### config.mk
export PLATFORM = sky130hd
export DESIGN_NAME = pat_pin_array
export DESIGN_NICKNAME = d
export VERILOG_FILES = /design/src/rtl/pin_pkg.sv /design/src/rtl/step_seq.sv /design/src/rtl/pin_slice.sv /design/src/rtl/pat_pin_array.sv
export SDC_FILE = /design/constraint.sdc
export NUM_CORES = 1
export LEC_CHECK = 0
export BUFFER_PORTS_ARGS = -buffer_cell sky130_fd_sc_hd__buf_4
export CORE_AREA = 2 2 222 245
export CTS_BUF_LIST = sky130_fd_sc_hd__clkbuf_16
export DETAILED_ROUTE_END_ITERATION = 8
export DIE_AREA = 0 0 224 247
export PLACE_DENSITY = 0.61
export SLEW_MARGIN = 25
export SYNTH_ARGS = -nofsm -noshare
export SYNTH_HDL_FRONTEND = slang
export SYNTH_HIERARCHICAL = 1
export SYNTH_SLANG_ARGS = --single-unit
### constraint.sdc
create_clock -name clk -period 2.9 [get_ports clk]
set_clock_uncertainty 0.1 [all_clocks]
set_input_delay 0 -clock clk [delete_from_list [all_inputs] [get_ports clk]]
set_output_delay 0 -clock clk [all_outputs]
set_load 0.01 [all_outputs]
### src/rtl/pin_pkg.sv
package pin_pkg;
    typedef enum logic [0:0] {
        SQ_IDLE = 1'b0,
        SQ_RUN  = 1'b1
    } sq_state_t;
endpackage

### src/rtl/step_seq.sv
module step_seq
    import pin_pkg::*;
#(
    parameter int DEPTH = 16,
    parameter int AW    = (DEPTH > 1) ? $clog2(DEPTH) : 1
) (
    input  logic          clk,
    input  logic          rst_n,
    input  logic          start_i,
    input  logic          stop_i,
    input  logic          tick_i,
    input  logic [AW-1:0] last_i,
    output logic          run_o,
    output logic          cap_en_o,
    output logic [AW-1:0] addr_o
);
    localparam logic [AW-1:0] LAST_MAX = AW'(DEPTH - 1);

    sq_state_t     state_q, state_d;
    logic [AW-1:0] addr_q, addr_d;
    logic [AW-1:0] last_q, last_d;
    logic          at_last;
    logic          adv;

    assign at_last = (addr_q == last_q);
    assign adv     = (state_q == SQ_RUN) && tick_i && !stop_i;

    // state register
    always_ff @(posedge clk or negedge rst_n) begin
        if (!rst_n) begin
            state_q <= SQ_IDLE;
            addr_q  <= '0;
            last_q  <= '0;
        end else begin
            state_q <= state_d;
            addr_q  <= addr_d;
            last_q  <= last_d;
        end
    end

    // next state: launch, finish, abort
    always_comb begin
        state_d = state_q;
        addr_d  = addr_q;
        last_d  = last_q;
        unique case (state_q)
            SQ_IDLE: begin
                if (start_i) begin
                    state_d = SQ_RUN;
                    addr_d  = '0;
                    last_d  = (last_i > LAST_MAX) ? LAST_MAX : last_i;
                end
            end
            SQ_RUN: begin
                if (stop_i) begin
                    state_d = SQ_IDLE;
                end else if (tick_i) begin
                    if (at_last) state_d = SQ_IDLE;
                    else         addr_d  = addr_q + 1'b1;
                end
            end
            default: state_d = SQ_IDLE;
        endcase
    end

    // outputs
    always_comb begin
        run_o    = (state_q == SQ_RUN);
        cap_en_o = adv;
        addr_o   = addr_q;
    end

    p_launch_r2: assert property (@(posedge clk) disable iff (!rst_n)
        (state_q == SQ_IDLE && start_i) |=> (run_o && addr_o == '0));
    p_addr_bound_r3: assert property (@(posedge clk) disable iff (!rst_n)
        run_o |-> (addr_q <= last_q));
    p_step_inc_r3: assert property (@(posedge clk) disable iff (!rst_n)
        (adv && !at_last) |=> (addr_o == $past(addr_o) + 1'b1));
    p_finish_r3: assert property (@(posedge clk) disable iff (!rst_n)
        (adv && at_last) |=> (!run_o && $stable(addr_o)));
    p_hold_r3: assert property (@(posedge clk) disable iff (!rst_n)
        (run_o && !tick_i && !stop_i) |=> (run_o && $stable(addr_o)));
    p_abort_r7: assert property (@(posedge clk) disable iff (!rst_n)
        (run_o && stop_i) |=> !run_o);
endmodule

### src/rtl/pin_slice.sv
module pin_slice #(
    parameter int DEPTH = 16,
    parameter int AW    = (DEPTH > 1) ? $clog2(DEPTH) : 1
) (
    input  logic          clk,
    input  logic          rst_n,
    input  logic          run_i,
    input  logic          cap_en_i,
    input  logic [AW-1:0] addr_i,
    input  logic          pin_i,
    input  logic          host_we_i,
    input  logic          host_sel_i,
    input  logic [AW-1:0] host_addr_i,
    input  logic          host_d_i,
    output logic          drv_en_o,
    output logic          drv_d_o,
    output logic          rd_o
);
    logic [DEPTH-1:0] dat_q;
    logic [DEPTH-1:0] dir_q;
    logic [DEPTH-1:0] cap_q;
    logic             host_ok;

    assign host_ok = host_we_i && !run_i && (host_addr_i <= AW'(DEPTH - 1));

    always_ff @(posedge clk or negedge rst_n) begin
        if (!rst_n) begin
            dat_q <= '0;
            dir_q <= '0;
        end else if (host_ok) begin
            if (host_sel_i) dir_q[host_addr_i] <= host_d_i;
            else            dat_q[host_addr_i] <= host_d_i;
        end
    end

    always_ff @(posedge clk or negedge rst_n) begin
        if (!rst_n)        cap_q <= '0;
        else if (cap_en_i) cap_q[addr_i] <= pin_i;
    end

    always_comb begin
        drv_en_o = run_i && dir_q[addr_i];
        drv_d_o  = drv_en_o && dat_q[addr_i];
        rd_o     = !run_i && cap_q[host_addr_i];
    end

    p_mem_hold_r8: assert property (@(posedge clk) disable iff (!rst_n)
        run_i |=> ($stable(dat_q) && $stable(dir_q)));
    p_cap_hold_r6: assert property (@(posedge clk) disable iff (!rst_n)
        !cap_en_i |=> $stable(cap_q));
    p_cap_write_r6: assert property (@(posedge clk) disable iff (!rst_n)
        cap_en_i |=> (cap_q[$past(addr_i)] == $past(pin_i)));
endmodule

### src/rtl/pat_pin_array.sv
module pat_pin_array
    import pin_pkg::*;
#(
    parameter int NCH   = 8,
    parameter int DEPTH = 16,
    parameter int AW    = (DEPTH > 1) ? $clog2(DEPTH) : 1
) (
    input  logic           clk,
    input  logic           rst_n,
    input  logic           run_start,
    input  logic           run_stop,
    input  logic           step_tick,
    input  logic [AW-1:0]  last_step,
    input  logic           host_we,
    input  logic           host_sel,
    input  logic [AW-1:0]  host_addr,
    input  logic [NCH-1:0] host_wdata,
    output logic [NCH-1:0] host_rdata,
    input  logic [NCH-1:0] pin_rx,
    output logic [NCH-1:0] drv_data,
    output logic [NCH-1:0] drv_en,
    output logic           running,
    output logic [AW-1:0]  step_addr
);
    logic          run_w;
    logic          cap_en_w;
    logic [AW-1:0] addr_w;

    step_seq #(.DEPTH(DEPTH), .AW(AW)) u_seq (
        .clk      (clk),
        .rst_n    (rst_n),
        .start_i  (run_start),
        .stop_i   (run_stop),
        .tick_i   (step_tick),
        .last_i   (last_step),
        .run_o    (run_w),
        .cap_en_o (cap_en_w),
        .addr_o   (addr_w)
    );

    for (genvar c = 0; c < NCH; c++) begin : g_ch
        pin_slice #(.DEPTH(DEPTH), .AW(AW)) u_slice (
            .clk         (clk),
            .rst_n       (rst_n),
            .run_i       (run_w),
            .cap_en_i    (cap_en_w),
            .addr_i      (addr_w),
            .pin_i       (pin_rx[c]),
            .host_we_i   (host_we),
            .host_sel_i  (host_sel),
            .host_addr_i (host_addr),
            .host_d_i    (host_wdata[c]),
            .drv_en_o    (drv_en[c]),
            .drv_d_o     (drv_data[c]),
            .rd_o        (host_rdata[c])
        );
    end

    assign running   = run_w;
    assign step_addr = addr_w;

    p_gate_r5: assert property (@(posedge clk) disable iff (!rst_n)
        (drv_data & ~drv_en) == '0);
    p_idle_off_r4: assert property (@(posedge clk) disable iff (!rst_n)
        !running |-> (drv_en == '0));
    p_rd_run_r9: assert property (@(posedge clk) disable iff (!rst_n)
        running |-> (host_rdata == '0));
endmodule

==> key figures <==
Outcome
  • Outcome: finished, final reports clean

Worst setup path
  • Critical Path End Type: flop
  • Crit Path Class: reg2reg
  • Slowest stage cell on the critical path: dlygate4sd3_1
  • Peak per-stage delay on the critical path: 0.56 ns
  • Crit path cell chain: buf_4 -> or3b_1 -> or2_1 -> nor3_2 -> mux2_1 -> dlygate4sd3_1
  • CP Data Required Time: 3.23 ns
  • Worst endpoint data arrival time: 3.11 ns
  • Max FO, Critical Path: 10
  • Startpoint class of the critical path: flop

Pwr
  • Max IR drop VDD: 0.360 mV
  • NetSw: 0.00421 W
  • Clk pwr share: 34.3%
  • Seq pwr share: 44.8%
  • Power Dens Cells: 637 nW/um2
  • Leak: 10.3 nW
  • Logic pwr share: 20.9%
  • Sw frac: 27.5%
  • P_int: 0.0111 W

Floorplan
  • Core Region: 53100 um2
  • IO Pins: 60
  • Die area: 55300 um2
  • Chip Width: 224 um
  • DIE HEIGHT: 247 um
  • Initial core utilization: 39.4%
  • # rows: 89

Logic synthesis
  • Sequential area share after synthesis: 47.0%
  • Most common cell in the netlist: dfrtp_1
  • Register bit total from synthesis: 393
  • Number of flops mapped to enable cells by yosys: 0
  • Area leader, netlist: dfrtp_1
  • Post-synthesis cell area: 20900 um2
  • Post-synthesis net count: 1835
  • Mean Syn Cell Area: 11.6 um2
  • Asr flop ratio synth: 100%
  • Synth cell count leaders: dfrtp_1, mux2_2, nand2_1
  • Synth Warn #: 6
  • Synth Instances: 1803
  • Distinct cells, synth: 39
  • Top cells by area, synth: dfrtp_1, mux2_2, mux4_2, nand2_1, nor2_1
  • Synth top area share: 47.0%
  • Main synth FF type: dfrtp_1

CTS
  • CTS buffer count: 42
  • Clock Tree Root: clkbuf_16
  • Clk buf depth: 3
  • H-tree depth: 2
  • CTS tree: built
  • Skew-Pair Late Insertion Delay: 0.54 ns
  • Post-cts sizing count: 0
  • Clk slew on worst S/H paths: 0.06 ns
  • Clock tree sinks: 393

Placement
  • Number of buffers added on ports: 59
  • Placed cell area: 22300 um2
  • DP HPWL: 32600 um
  • Placer Congestion: 0.785

Route
  • Detailed Route Iter0 Violations: 991
  • DR pass1 iterations: 5
  • DRT antenna net count: 0
  • DRT Wirelength: 50900 um
  • Drt drc: 0
  • Vias: 14.4k
  • Vias per Instance: 5.56
  • Drt wl/cell: 19.6 um

Final layout
  • Diodes inserted: 0
  • Final Util: 45.3%
  • Share of cells above drive strength 1: 34.0%
  • Final net count: 1912
  • Cell area after layout: 24000 um2
  • Area Overhead vs Synth: 14.9%
  • Fill cells: 4791

Worst hold path
  • HP Class: in2reg

Timing
  • F_max: 360 MHz
  • Final Cycle Share: 95.8%
  • Final min period: 2.78 ns
  • Max-slew violation count: 0
  • Least-Margin Pin Slew: 0.693 ns
  • Fin Setup TNS: 0 ns
  • Final setup fails: 0
  • Final Hold Vio Count: 0
  • RSZ-0062 raised after global routing: false
  • Slew headroom: 53.8%

GRT
  • First-pass GRT wire length: 83200 um
  • GR Overflow Total: 0
  • GR Util All Layers: 18.6%
  • Largest net degree at the start of global routing: 84
  • Initial antenna violation count: 1
  • Vias in the first global route: 15.1k

Job
  • Max-Cap Viols: 0
-- repair_timing --
action	in CTS	in global routing
setup buffers	0	2
endpoints found under the hold margin	742	0
hold buffers	41	0
endpoints found under the setup margin	0	2
-- critical path: cells and delay by family, from the launching register on --
family / cells / cell delay, ns
simple gates: 3 / 0.93
buf+inv: 2 / 0.78
flops: 1 / 0.51
mux: 1 / 0.34
-- cells in the final DEF, fill, tap and decap left out, drive strengths merged, types with 5 or more instances in the layout --
master / n
xor2: 5
dfrtp: 393
inv: 10
o211ai: 8
buf: 106
a2bb2oi: 7
mux2: 384
nand2b: 51
clkinv: 17
and2b: 16
nor2: 201
or2: 8
nand4b: 8
mux2i: 36
and3: 9
and3b: 8
or3b: 8
mux4: 80
nand3: 81
a31oi: 15
and2: 8
nor3: 64
a21oi: 9
nor2b: 25
nor3b: 8
nand2: 219
a22oi: 17
clkbuf: 43
nand3b: 16
dlygate4sd3: 41
-- logic make-up after synthesis --
logic type	synth area share, %
and+or+nand+nor	17.2
xor gates and xnor gates	0.251
buffers and inverters	2.59
muxes	31.0
AOI/OAI and AO/OA	1.89
DFF	47.0
adders and majority gates	0.0598
-- worst paths after layout --
kind	from	end	slack (ns)	cells after the start
worst max-delay path	u_seq/run_o	g_ch[5].u_slice/dat_q[3]	0.12	6
worst min-delay path	host_we	g_ch[5].u_slice/dir_q[4]	0.15	4
worst max register to register	u_seq/run_o	g_ch[5].u_slice/dat_q[3]	0.12	6
worst min register to register	g_ch[4].u_slice/dat_q[3]	g_ch[4].u_slice/dat_q[3]	0.39	1
max in group asynchronous	rst_n	g_ch[4].u_slice/cap_q[10]	0.96	4
min in group asynchronous	rst_n	g_ch[3].u_slice/dir_q[8]	0.48	3
-- registers in the layout (all words and copies together), names as in the netlist --
name	count
g_ch.u_slice/cap_q	128
g_ch.u_slice/dat_q	128
g_ch.u_slice/dir_q	128
u_seq/addr_o	4
u_seq/last_q	4
u_seq/run_o	1
-- layout make-up --
cell class | instances | area (um2) | share of cell area (%)
multi-input cells | 1295 | 10600 | 43.9
flip-flops and latches | 393 | 9850 | 41.0
repair buffers | 147 | 1460 | 6.07
clock buffers | 43 | 1080 | 4.47
well taps | 682 | 853 | 3.55
clock inverters | 32 | 250 | 1.04
inverters | 1 | 3.75 | 0.0156
-- power by group through the flow --
stage | Sequential, W | Combinational [W] | Clock, W
6_report | 0.00687 | 0.00320 | 0.00526
5_1_grt | 0.00698 | 0.00347 | 0.00565
4_1_cts | 0.00687 | 0.00321 | 0.00542
3_5_place_dp | 0.00697 | 0.00312 | 0
3_3_place_gp | 0.00692 | 0.00306 | 0
2_1_floorplan | 0.00685 | 0.00217 | 0
-- routing by layer --
layer | wire length (um) | vias up | GRT usage [%] | share of wire, %
met1 | 23000 | 7437 | 25.5 | 45
met4 | 1110 | 0 | 5.41 | 2.2
met3 | 2230 | 76 | 2.47 | 4.4
li1 | - | 6575 | - | -
met5 | 0 | - | 0 | 0
met2 | 24600 | 317 | 30.9 | 48
-- per-stage QoR --
step | setup WS (ns) | power (W) | cells | hold slack [ns]
2_1_floorplan | 0.261 | 0.00902 | 1803 | -0.396
3_3_place_gp | 0.665 | 0.00998 | 2475 | -0.0230
3_5_place_dp | 0.681 | 0.0101 | 2475 | -0.0106
4_1_cts | 0.0803 | 0.0155 | 2591 | 0.109
5_1_grt | 0.0353 | 0.0161 | 2593 | 0.141
6_report | 0.122 | 0.0153 | 2593 | 0.149
No activity file was read; power rests on OpenSTA's default activity.
